==> src/rtl/nic_cmd_pkg.sv <==
package nic_cmd_pkg;
  localparam int CMD_W  = 16;
  localparam int OP_W   = 5;
  localparam int ARG_W  = 11;
  localparam int EVT_W  = 11;
  localparam int WIN_W  = 3;
  localparam int FILT_W = 4;

  localparam logic [OP_W-1:0] OP_TOTAL_RST = 5'd0;
  localparam logic [OP_W-1:0] OP_WIN       = 5'd1;
  localparam logic [OP_W-1:0] OP_RX_DIS    = 5'd3;
  localparam logic [OP_W-1:0] OP_RX_EN     = 5'd4;
  localparam logic [OP_W-1:0] OP_RX_RST    = 5'd5;
  localparam logic [OP_W-1:0] OP_TX_EN     = 5'd9;
  localparam logic [OP_W-1:0] OP_TX_DIS    = 5'd10;
  localparam logic [OP_W-1:0] OP_TX_RST    = 5'd11;
  localparam logic [OP_W-1:0] OP_ACK       = 5'd13;
  localparam logic [OP_W-1:0] OP_IE        = 5'd14;
  localparam logic [OP_W-1:0] OP_SE        = 5'd15;
  localparam logic [OP_W-1:0] OP_FILT      = 5'd16;

  typedef struct packed {
    logic total;
    logic rx_rst;
    logic tx_rst;
    logic win;
    logic ack;
    logic ie;
    logic se;
    logic filt;
    logic rx_en;
    logic rx_dis;
    logic tx_en;
    logic tx_dis;
    logic reject;
  } nic_cmd_s;
endpackage

==> src/rtl/nic_cmd_decode.sv <==
module nic_cmd_decode
  import nic_cmd_pkg::*;
(
  input  logic             cmd_we,
  input  logic [CMD_W-1:0] cmd_data,
  input  logic             busy,
  output nic_cmd_s         cmd,
  output logic [ARG_W-1:0] arg
);
  logic [OP_W-1:0] op;
  logic            accept;

  assign op     = cmd_data[CMD_W-1:ARG_W];
  assign arg    = cmd_data[ARG_W-1:0];
  assign accept = cmd_we & ~busy;

  always_comb begin
    cmd        = '0;
    cmd.reject = cmd_we & busy;
    if (accept) begin
      case (op)
        OP_TOTAL_RST: cmd.total  = 1'b1;
        OP_WIN:       cmd.win    = 1'b1;
        OP_RX_DIS:    cmd.rx_dis = 1'b1;
        OP_RX_EN:     cmd.rx_en  = 1'b1;
        OP_RX_RST:    cmd.rx_rst = 1'b1;
        OP_TX_EN:     cmd.tx_en  = 1'b1;
        OP_TX_DIS:    cmd.tx_dis = 1'b1;
        OP_TX_RST:    cmd.tx_rst = 1'b1;
        OP_ACK:       cmd.ack    = 1'b1;
        OP_IE:        cmd.ie     = 1'b1;
        OP_SE:        cmd.se     = 1'b1;
        OP_FILT:      cmd.filt   = 1'b1;
        default:      ;
      endcase
    end
  end
endmodule

==> src/rtl/nic_reset_seq.sv <==
module nic_reset_seq #(
  parameter int RST_CYCLES = 16,
  localparam int CNT_W = $clog2(RST_CYCLES + 1)
) (
  input  logic clk,
  input  logic rst_n,
  input  logic total_cmd,
  input  logic rx_cmd,
  input  logic tx_cmd,
  output logic busy,
  output logic rx_active,
  output logic tx_active
);
  logic [CNT_W-1:0] cnt_q, cnt_d;
  logic             rx_kind_q, rx_kind_d;
  logic             tx_kind_q, tx_kind_d;
  logic             load;
  logic             cnt_en;

  assign load   = total_cmd | rx_cmd | tx_cmd;
  assign busy   = (cnt_q != '0);
  assign cnt_en = load | busy;

  always_comb begin
    cnt_d     = cnt_q;
    rx_kind_d = rx_kind_q;
    tx_kind_d = tx_kind_q;
    if (load) begin
      cnt_d     = CNT_W'(RST_CYCLES);
      rx_kind_d = total_cmd | rx_cmd;
      tx_kind_d = total_cmd | tx_cmd;
    end else if (busy) begin
      cnt_d = cnt_q - 1'b1;
    end
  end

  always_ff @(posedge clk or negedge rst_n) begin
    if (!rst_n) begin
      cnt_q     <= '0;
      rx_kind_q <= 1'b0;
      tx_kind_q <= 1'b0;
    end else if (cnt_en) begin
      cnt_q     <= cnt_d;
      rx_kind_q <= rx_kind_d;
      tx_kind_q <= tx_kind_d;
    end
  end

  assign rx_active = busy & rx_kind_q;
  assign tx_active = busy & tx_kind_q;

  AST_LOAD_GOES_BUSY: assert property (@(posedge clk) disable iff (!rst_n)
    load |=> (busy && (rx_active || tx_active)));
  AST_NO_LOAD_WHILE_BUSY: assert property (@(posedge clk) disable iff (!rst_n)
    busy |-> !load);
endmodule

==> src/rtl/nic_evt_latch.sv <==
module nic_evt_latch #(
  parameter int EVT_W = 11
) (
  input  logic             clk,
  input  logic             rst_n,
  input  logic [EVT_W-1:0] evt_in,
  input  logic             ack_cmd,
  input  logic [EVT_W-1:0] ack_mask,
  input  logic             clr_all,
  output logic [EVT_W-1:0] lat_q
);
  logic [EVT_W-1:0] lat_d;
  logic [EVT_W-1:0] bit_en;

  for (genvar i = 0; i < EVT_W; i++) begin : g_bit
    always_comb begin
      bit_en[i] = clr_all | evt_in[i] | (ack_cmd & ack_mask[i]);
      if (clr_all)        lat_d[i] = 1'b0;
      else if (evt_in[i]) lat_d[i] = 1'b1;
      else                lat_d[i] = 1'b0;
    end

    always_ff @(posedge clk or negedge rst_n) begin
      if (!rst_n)         lat_q[i] <= 1'b0;
      else if (bit_en[i]) lat_q[i] <= lat_d[i];
    end
  end

  AST_EVT_CAPTURED: assert property (@(posedge clk) disable iff (!rst_n)
    !clr_all |=> ((lat_q & $past(evt_in)) == $past(evt_in)));
  AST_CLR_EMPTIES: assert property (@(posedge clk) disable iff (!rst_n)
    clr_all |=> (lat_q == '0));
endmodule

==> src/rtl/nic_ctrl_regs.sv <==
module nic_ctrl_regs
  import nic_cmd_pkg::*;
#(
  parameter int EVT_W  = 11,
  parameter int WIN_W  = 3,
  parameter int FILT_W = 4
) (
  input  logic              clk,
  input  logic              rst_n,
  input  nic_cmd_s          cmd,
  input  logic [ARG_W-1:0]  arg,
  output logic [WIN_W-1:0]  win_q,
  output logic [FILT_W-1:0] filt_q,
  output logic [EVT_W-1:0]  ie_q,
  output logic [EVT_W-1:0]  se_q,
  output logic              rx_en_q,
  output logic              tx_en_q,
  output logic              err_q
);
  logic [WIN_W-1:0]  win_d;
  logic [FILT_W-1:0] filt_d;
  logic [EVT_W-1:0]  ie_d, se_d;
  logic              rx_en_d, tx_en_d, err_d;
  logic              win_ce, filt_ce, ie_ce, se_ce, rx_ce, tx_ce, err_ce;

  assign win_ce  = cmd.total | cmd.win;
  assign filt_ce = cmd.total | cmd.filt;
  assign ie_ce   = cmd.total | cmd.ie;
  assign se_ce   = cmd.total | cmd.se;
  assign rx_ce   = cmd.total | cmd.rx_rst | cmd.rx_en | cmd.rx_dis;
  assign tx_ce   = cmd.total | cmd.tx_rst | cmd.tx_en | cmd.tx_dis;
  assign err_ce  = cmd.total | cmd.reject;

  always_comb begin
    win_d   = cmd.total ? '0 : arg[WIN_W-1:0];
    filt_d  = cmd.total ? '0 : arg[FILT_W-1:0];
    ie_d    = cmd.total ? '0 : arg[EVT_W-1:0];
    se_d    = cmd.total ? '0 : arg[EVT_W-1:0];
    rx_en_d = cmd.rx_en;
    tx_en_d = cmd.tx_en;
    err_d   = cmd.reject;
  end

  always_ff @(posedge clk or negedge rst_n) begin
    if (!rst_n) begin
      win_q   <= '0;
      filt_q  <= '0;
      ie_q    <= '0;
      se_q    <= '0;
      rx_en_q <= 1'b0;
      tx_en_q <= 1'b0;
      err_q   <= 1'b0;
    end else begin
      if (win_ce)  win_q   <= win_d;
      if (filt_ce) filt_q  <= filt_d;
      if (ie_ce)   ie_q    <= ie_d;
      if (se_ce)   se_q    <= se_d;
      if (rx_ce)   rx_en_q <= rx_en_d;
      if (tx_ce)   tx_en_q <= tx_en_d;
      if (err_ce)  err_q   <= err_d;
    end
  end

  AST_ERR_STICKY: assert property (@(posedge clk) disable iff (!rst_n)
    (err_q && !cmd.total) |=> err_q);
  AST_WIN_HOLDS: assert property (@(posedge clk) disable iff (!rst_n)
    (!cmd.win && !cmd.total) |=> $stable(win_q));
  AST_RXRST_DISABLES: assert property (@(posedge clk) disable iff (!rst_n)
    cmd.rx_rst |=> !rx_en_q);
endmodule

==> src/rtl/nic_cmd_status.sv <==
module nic_cmd_status
  import nic_cmd_pkg::*;
#(
  parameter int RST_CYCLES = 16
) (
  input  logic              clk,
  input  logic              rst_n,
  input  logic              cmd_we,
  input  logic [CMD_W-1:0]  cmd_data,
  input  logic [EVT_W-1:0]  evt_in,
  input  logic              dma_busy_in,
  output logic [CMD_W-1:0]  status_o,
  output logic              irq_o,
  output logic [WIN_W-1:0]  win_o,
  output logic [FILT_W-1:0] rx_filter_o,
  output logic              rx_en_o,
  output logic              tx_en_o,
  output logic              rx_rst_o,
  output logic              tx_rst_o,
  output logic              cmd_err_o
);
  nic_cmd_s         cmd;
  logic [ARG_W-1:0] arg;
  logic             busy;
  logic [EVT_W-1:0] lat;
  logic [EVT_W-1:0] ie_mask, se_mask;

  nic_cmd_decode u_dec (
    .cmd_we   (cmd_we),
    .cmd_data (cmd_data),
    .busy     (busy),
    .cmd      (cmd),
    .arg      (arg)
  );

  nic_reset_seq #(.RST_CYCLES(RST_CYCLES)) u_rst (
    .clk       (clk),
    .rst_n     (rst_n),
    .total_cmd (cmd.total),
    .rx_cmd    (cmd.rx_rst),
    .tx_cmd    (cmd.tx_rst),
    .busy      (busy),
    .rx_active (rx_rst_o),
    .tx_active (tx_rst_o)
  );

  nic_evt_latch #(.EVT_W(EVT_W)) u_evt (
    .clk      (clk),
    .rst_n    (rst_n),
    .evt_in   (evt_in),
    .ack_cmd  (cmd.ack),
    .ack_mask (arg[EVT_W-1:0]),
    .clr_all  (cmd.total),
    .lat_q    (lat)
  );

  nic_ctrl_regs #(.EVT_W(EVT_W), .WIN_W(WIN_W), .FILT_W(FILT_W)) u_regs (
    .clk     (clk),
    .rst_n   (rst_n),
    .cmd     (cmd),
    .arg     (arg),
    .win_q   (win_o),
    .filt_q  (rx_filter_o),
    .ie_q    (ie_mask),
    .se_q    (se_mask),
    .rx_en_q (rx_en_o),
    .tx_en_q (tx_en_o),
    .err_q   (cmd_err_o)
  );

  assign status_o = {win_o, busy, dma_busy_in, lat & se_mask};
  assign irq_o    = |(lat & ie_mask);

  AST_IRQ_NEEDS_ENABLE: assert property (@(posedge clk) disable iff (!rst_n)
    (ie_mask == '0) |-> !irq_o);
  AST_RESET_OUTS_BUSY: assert property (@(posedge clk) disable iff (!rst_n)
    (rx_rst_o || tx_rst_o) |-> status_o[12]);
endmodule

==> config.mk <==
export PLATFORM = sky130hd
export DESIGN_NAME = nic_cmd_status
export DESIGN_NICKNAME = d
export VERILOG_FILES = /design/src/rtl/nic_cmd_pkg.sv /design/src/rtl/nic_cmd_decode.sv /design/src/rtl/nic_reset_seq.sv /design/src/rtl/nic_evt_latch.sv /design/src/rtl/nic_ctrl_regs.sv /design/src/rtl/nic_cmd_status.sv
export SDC_FILE = /design/constraint.sdc
export NUM_CORES = 1
export LEC_CHECK = 0
export BUFFER_PORTS_ARGS = -buffer_cell sky130_fd_sc_hd__buf_2
export CAP_MARGIN = 20
export CORE_MARGIN = 2
export CORE_UTILIZATION = 30
export DETAILED_ROUTE_END_ITERATION = 7
export RECOVER_POWER = 50
export SYNTH_ARGS = -nofsm -noshare
export SYNTH_HDL_FRONTEND = slang
export SYNTH_HIERARCHICAL = 1
export SYNTH_SLANG_ARGS = --single-unit
==> constraint.sdc <==
create_clock -name clk -period 2.9 [get_ports clk]
set_input_delay 0.435 -clock clk [delete_from_list [all_inputs] [get_ports clk]]
set_output_delay 0.435 -clock clk [all_outputs]
set_load 0.005 [all_outputs]
==> flow_summary.json, run 1 <==
{
  "slowest_stage": "or4b_4",
  "routed_via_density": 4.66,
  "postCtsSetupBuffers": 0,
  "cts_sinks": 50,
  "clockRootBuffer": "clkbuf_8",
  "ys.flop_type": "dfrtp_1",
  "stdcell_count": 391,
  "post-route-min-period_ns": 2.60,
  "grt_setup_unrepaired": "no",
  "vias": 1824,
  "overflow": 0,
  "drt-pass1-iter-count": 4,
  "syn_inst": 239,
  "h-tree-depth": 2,
  "synth_nets": 271,
  "initial_utilization_pct": 30.9,
  "antenna_found_initial": 0,
  "yosysSeqAreaShare_pct": 49.6,
  "setup_viol": 0,
  "fmax_mhz": 385,
  "critical-path-max-stage-delay_ns": 0.56,
  "cts_tree": "yes",
  "drc": 0,
  "dieHeight_um": 95.7,
  "ys_ff_latch": 50,
  "grtUsageTotal_pct": 13.3,
  "drv_cap": 0,
  "critPathCaptureType": "register",
  "layout.nets": 317,
  "finalPower_mw": 1.74,
  "area_growth_pct": 15.2,
  "drv_slew": 0,
  "peakVddDrop_mv": 0.216,
  "yosysWarnings": 6,
  "clkTransAtPathRegs_ns": 0.10,
  "ys_types": 38,
  "drive_gt1_share_pct": 28.3,
  "powerDensity_nw_per_um2": 599,
  "first_iter_violations": 60,
  "numCtsBuffers": 5,
  "hold_path.class": "in -> reg",
  "status": "finished clean",
  "hold_buffers": 0,
  "cp-start-kind": "register",
  "crit_chain": "inv_1 -> ha_1 -> or4b_1 -> or4b_4 -> nor4_4 -> buf_4 -> inv_2 -> a21o_1",
  "slew_headroom_pct": 8.33,
  "power.leakage_nw": 1.38,
  "ctsResizeCount": 0,
  "clk_latency_ns": 0.31,
  "crit_family": "simple AND/OR/NAND/NOR gates",
  "path_max_fanout": 9,
  "rows": 33,
  "synth_edf_count": 0,
  "gp_congestion": 0.837,
  "cts_buffer_depth": 2,
  "report.final.hold_viol_count": 0,
  "skew_ns": 0.0164,
  "dp_cells": 383,
  "worstPathArrival_ns": 2.81,
  "cp.required_ns": 3.11,
  "worstMarginPinSlew_ns": 1.38,
  "syn_avg_cell_area_um2": 10.6,
  "antenna_left": 0,
  "portBuffers": 57,
  "async_flop_share_pct": 100,
  "die_w_um": 95.7,
  "worst-path-buf-inv": 3,
  "drt_wl_total_um": 5630,
  "boundaryPins": 60,
  "min_period_over_period_pct": 89.7,
  "n_fill_cell": 845,
  "fin_util_pct": 35.6,
  "diodes": 0,
  "grt_pass1_wl_um": 9310,
  "dp_hpwl_um": 4070,
  "syn_area_um2": 2520,
  "detail_route.wl_per_cell_um": 14.4,
  "fp.dieArea_um2": 9160,
  "fp.coreArea_um2": 8180,
  "grt_pass1_vias": 1837,
  "grt_max_degree": 35,
  "tns_ns": 0,
  "critPathKind": "reg -> reg"
}
## stage by stage
stage | cell area [um2] | hold WS, ns | worst slack, ns
2_1_floorplan | 2520 | 0.139 | 0.164
3_3_place_gp | 2830 | 0.460 | 0.391
3_5_place_dp | 2830 | 0.473 | 0.338
4_1_cts | 2910 | 0.134 | 0.283
5_1_grt | 2910 | 0.345 | 0.100
6_report | 2910 | 0.341 | 0.300
## sequential cells by signal, indices dropped and copies added, names as in the netlist
| name | flops |
|---|---|
| u_evt/lat_q | 11 |
| u_regs/ie_q | 11 |
| u_regs/se_q | 11 |
| u_rst/cnt_q | 5 |
| u_regs/filt_q | 4 |
| u_regs/win_q | 3 |
| u_regs/err_q | 1 |
| u_regs/rx_en_q | 1 |
| u_regs/tx_en_q | 1 |
| u_rst/rx_kind_q | 1 |
| u_rst/tx_kind_q | 1 |
## per-layer routing
layer | wire [um] | track usage (%) | part of all wire (%) | vias up
met4 | 99 | 4.40 | 1.8 | 0
met1 | 2610 | 17.6 | 46 | 893
met5 | 0 | 0 | 0 | -
li1 | - | - | - | 889
met3 | 193 | 3.29 | 3.4 | 8
met2 | 2730 | 21.2 | 48 | 34
## power breakdown
| group | internal [mW] | total (mW) | switching, mW |
|---|---|---|---|
| logic | 0.239 | 0.454 | 0.215 |
| clock network | 0.170 | 0.414 | 0.244 |
| registers | 0.804 | 0.874 | 0.0692 |
| total | 1.21 | 1.74 | 0.528 |
## layout by cell type (no fill, tap or decap), drive strengths merged
cell,Yosys,layout
a211oi,1,1
a21o,2,2
a21oi,2,2
a221oi,2,2
a222oi,1,1
a22o,2,2
a311oi,11,11
and2,14,14
buf,24,62
clkbuf,3,9
clkinv,0,2
dfrtp,50,50
ha,1,1
inv,17,18
mux2i,29,29
nand2,1,1
nand2b,2,2
nand3,2,2
nand3b,3,3
nand4bb,2,2
nor2,49,49
nor3,4,4
nor4,4,4
nor4b,3,3
o21ai,2,2
or2,2,2
or2b,2,2
or3,1,1
or4b,2,2
xnor2,1,1
## synthesized netlist by cell type, types with 2 or more instances
cell | instances | area share, %
clkbuf_1 | 2 | 0.30
or2b_1 | 2 | 0.60
buf_6 | 4 | 1.8
a21o_1 | 2 | 0.60
buf_4 | 18 | 5.4
nand3_1 | 2 | 0.40
inv_1 | 16 | 2.4
a21oi_1 | 2 | 0.40
a22o_1 | 2 | 0.69
nand3b_1 | 3 | 0.89
or2_1 | 2 | 0.50
and2_2 | 2 | 0.60
and2_1 | 12 | 3.0
nor4b_1 | 3 | 1.0
buf_2 | 2 | 0.40
a221oi_2 | 2 | 1.2
a311oi_1 | 10 | 3.5
o21ai_0 | 2 | 0.40
mux2i_1 | 29 | 12
nand4bb_1 | 2 | 0.89
nand2b_1 | 2 | 0.50
nor3_1 | 3 | 0.60
nor4_1 | 3 | 0.74
nor2_1 | 49 | 7.3
dfrtp_1 | 50 | 50
## logic make-up (layout without fill, tap and decap cells)
group / Yosys count / in the layout / share of synthesized area, %
simple gates: 91 / 91 / 19.2
flops: 50 / 50 / 49.6
buf+inv: 44 / 91 / 10.6
mux: 29 / 29 / 11.5
compound gates: 23 / 23 / 8.23
fa+ha+maj: 1 / 1 / 0.496
xor+xnor: 1 / 1 / 0.347
## path summary, 6_finish.rpt
check | depth (start not counted) | slack [ns] | start | endpoint
max | 8 | 0.30 | u_rst/cnt_q[0] | u_regs/err_q
max in group asynchronous | 2 | 1.15 | rst_n | u_regs/filt_q[0]
min reg2reg | 1 | 0.50 | u_regs/err_q | u_regs/err_q
min | 2 | 0.34 | cmd_data[4] | u_evt/lat_q[4]
min in group asynchronous | 1 | 0.42 | rst_n | u_regs/win_q[1]
max reg2reg | 8 | 0.30 | u_rst/cnt_q[0] | u_regs/err_q
## layout make-up
cell class | count | area, um2 | share of cell area, %
sequential | 50 | 1250 | 43.0
inverter | 17 | 63.8 | 2.20
clock inverter | 3 | 18.8 | 0.646
multi-input combinational | 145 | 1010 | 34.9
tap | 105 | 131 | 4.52
timing repair buffer | 66 | 359 | 12.4
clock buffer | 5 | 68.8 | 2.37
Note: power is estimated with default switching activity, not from simulation.
==> inputs of run 2 (changes only) <==
CORE_UTILIZATION = 48   (was 30)
PLACE_DENSITY = 0.75   (was unset)
==> run 2 against run 1 <==
Compared with the run above:
- the run now ends with max-capacitance violations, max-slew violations left
- wire length is 14% lower
- first-iteration DRC count is 83% higher
- die area is 36% lower
- clock power is 2% lower
==> flow_summary.json, run 2 (synthesized netlist as in run 1, its figures left out) <==
{
  "status": "finished with violations",
  "violations": "max-capacitance violations, max-slew violations",
  "worstMarginPinSlew_ns": 1.66,
  "clk_latency_ns": 0.29,
  "drive_gt1_share_pct": 28.5,
  "final_cell_mix": "55 x buf_2, 50 x dfrtp_1, 49 x nor2_1",
  "vias": 1827,
  "antenna_left": 0,
  "numCtsBuffers": 5,
  "reg_top3": "u_evt/lat_q x11, u_regs/ie_q x11, u_regs/se_q x11",
  "worst-path-buf-inv": 1,
  "grt_setup_unrepaired": "no",
  "worstPathArrival_ns": 2.92,
  "report.final.hold_viol_count": 0,
  "ctsResizeCount": 0,
  "detail_route.wl_per_cell_um": 13.6,
  "drt_wl_total_um": 4870,
  "die_w_um": 76.5,
  "h-tree-depth": 2,
  "dp_cells": 349,
  "p_sw_share_pct": 28.3,
  "critPathKind": "reg -> reg",
  "slowest_stage": "or4b_4",
  "fmax_mhz": 365,
  "drv_slew": 39,
  "postCtsSetupBuffers": 0,
  "stdcell_count": 358,
  "dp_hpwl_um": 3470,
  "grt_max_degree": 51,
  "overflow": 0,
  "cts_tree": "yes",
  "final_common_cell": "buf_2",
  "diodes": 0,
  "rows": 26,
  "gp_congestion": 0.790,
  "cp.required_ns": 3.08,
  "p_clk_share_pct": 23.4,
  "dpl_cell_area_um2": 2790,
  "area_growth_pct": 14.6,
  "first_iter_violations": 110,
  "fin_hold_ws_ns": 0.144,
  "grt_pass1_vias": 1745,
  "n_fill_cell": 461,
  "path_max_fanout": 9,
  "clockRootBuffer": "clkbuf_8",
  "drc": 0,
  "p_int_mw": 1.24,
  "boundaryPins": 60,
  "peakVddDrop_mv": 0.280,
  "min_period_over_period_pct": 94.5,
  "fin_util_pct": 57.0,
  "initial_utilization_pct": 49.7,
  "critPathCaptureType": "register",
  "hold_path.class": "in -> async",
  "portBuffers": 57,
  "slew_headroom_pct": -10.7,
  "hold_buffers": 0,
  "fp.dieArea_um2": 5850,
  "grtUsageTotal_pct": 17.0,
  "dieHeight_um": 76.5,
  "tns_ns": 0,
  "antenna_found_initial": 0,
  "setup_viol": 0,
  "crit_family": "simple AND/OR/NAND/NOR gates",
  "critical-path-max-stage-delay_ns": 0.55,
  "routed_via_density": 5.10,
  "seqPwrFrac_pct": 50.5,
  "skew_ns": 0.00299,
  "cp-start-kind": "register",
  "powerDensity_nw_per_um2": 598,
  "final_area_um2": 2890,
  "cts_buffer_depth": 2,
  "fp.coreArea_um2": 5070,
  "switching_power_mw": 0.489,
  "cts_sinks": 50,
  "drt-pass1-iter-count": 4,
  "crit_chain": "inv_1 -> ha_1 -> or4b_1 -> or4b_4 -> nor4_4 -> or3_1 -> a21oi_1",
  "layout.nets": 319,
  "drv_cap": 1,
  "power.leakage_nw": 1.40,
  "clkTransAtPathRegs_ns": 0.08,
  "post-route-min-period_ns": 2.74,
  "power_frac_comb_pct": 26.1,
  "grt_pass1_wl_um": 8180
}
## run 2: power groups by stage
stage          combinational, mW  sequential, mW  clock (mW)
2_1_floorplan              0.320           0.871           0
3_3_place_gp               0.444           0.882           0
3_5_place_dp               0.455           0.887           0
4_1_cts                    0.457           0.873       0.421
5_1_grt                    0.506           0.888       0.445
6_report                   0.451           0.872       0.404
## run 2: routing by layer
metal,share of wire [%],GRT usage (%),wire length [um]
met5,0,0,0
met4,0.35,3.45,17
met3,5.2,4.03,252
met2,48,27.6,2330
met1,47,23.5,2270
## run 2: layout make-up
type                       instances  area (um2)  area share (%)
inverter                          17        63.8            2.21
clock inverter                     1        5.00           0.173
clock buffer                       7        86.3            2.99
sequential                        50        1250            43.3
timing repair buffer              68         383            13.2
tap                               70        87.6            3.03
multi-input combinational        145        1010            35.1
## run 2: worst paths after layout
path	start	endpoint	slack, ns	cells after the start
hold / removal	rst_n	u_rst/cnt_q[1]	0.14	1
hold reg to reg	u_regs/err_q	u_regs/err_q	0.49	1
min in group clk	cmd_data[5]	u_evt/lat_q[5]	0.37	2
setup / recovery	u_rst/cnt_q[0]	u_rst/cnt_q[3]	0.16	7
max in group asynchronous	rst_n	u_regs/ie_q[7]	0.67	2
setup reg to reg	u_rst/cnt_q[0]	u_rst/cnt_q[3]	0.16	7
## run 2: stage by stage
stage	setup slack (ns)	total power, mW
global placement	0.298	1.33
floorplan	0.164	1.19
finish	0.161	1.73
CTS	0.162	1.75
global route	0.0731	1.84
detailed placement	0.189	1.34
## run 2: worst reg2reg max path, delay by kind of cell (launching register included)
family                     cells  cell delay, ns
adders and majority gates      1            0.22
and+or+nand+nor                4            1.87
buffers and inverters          1            0.07
AOI/OAI and AO/OA              1            0.07
DFF                            1            0.41
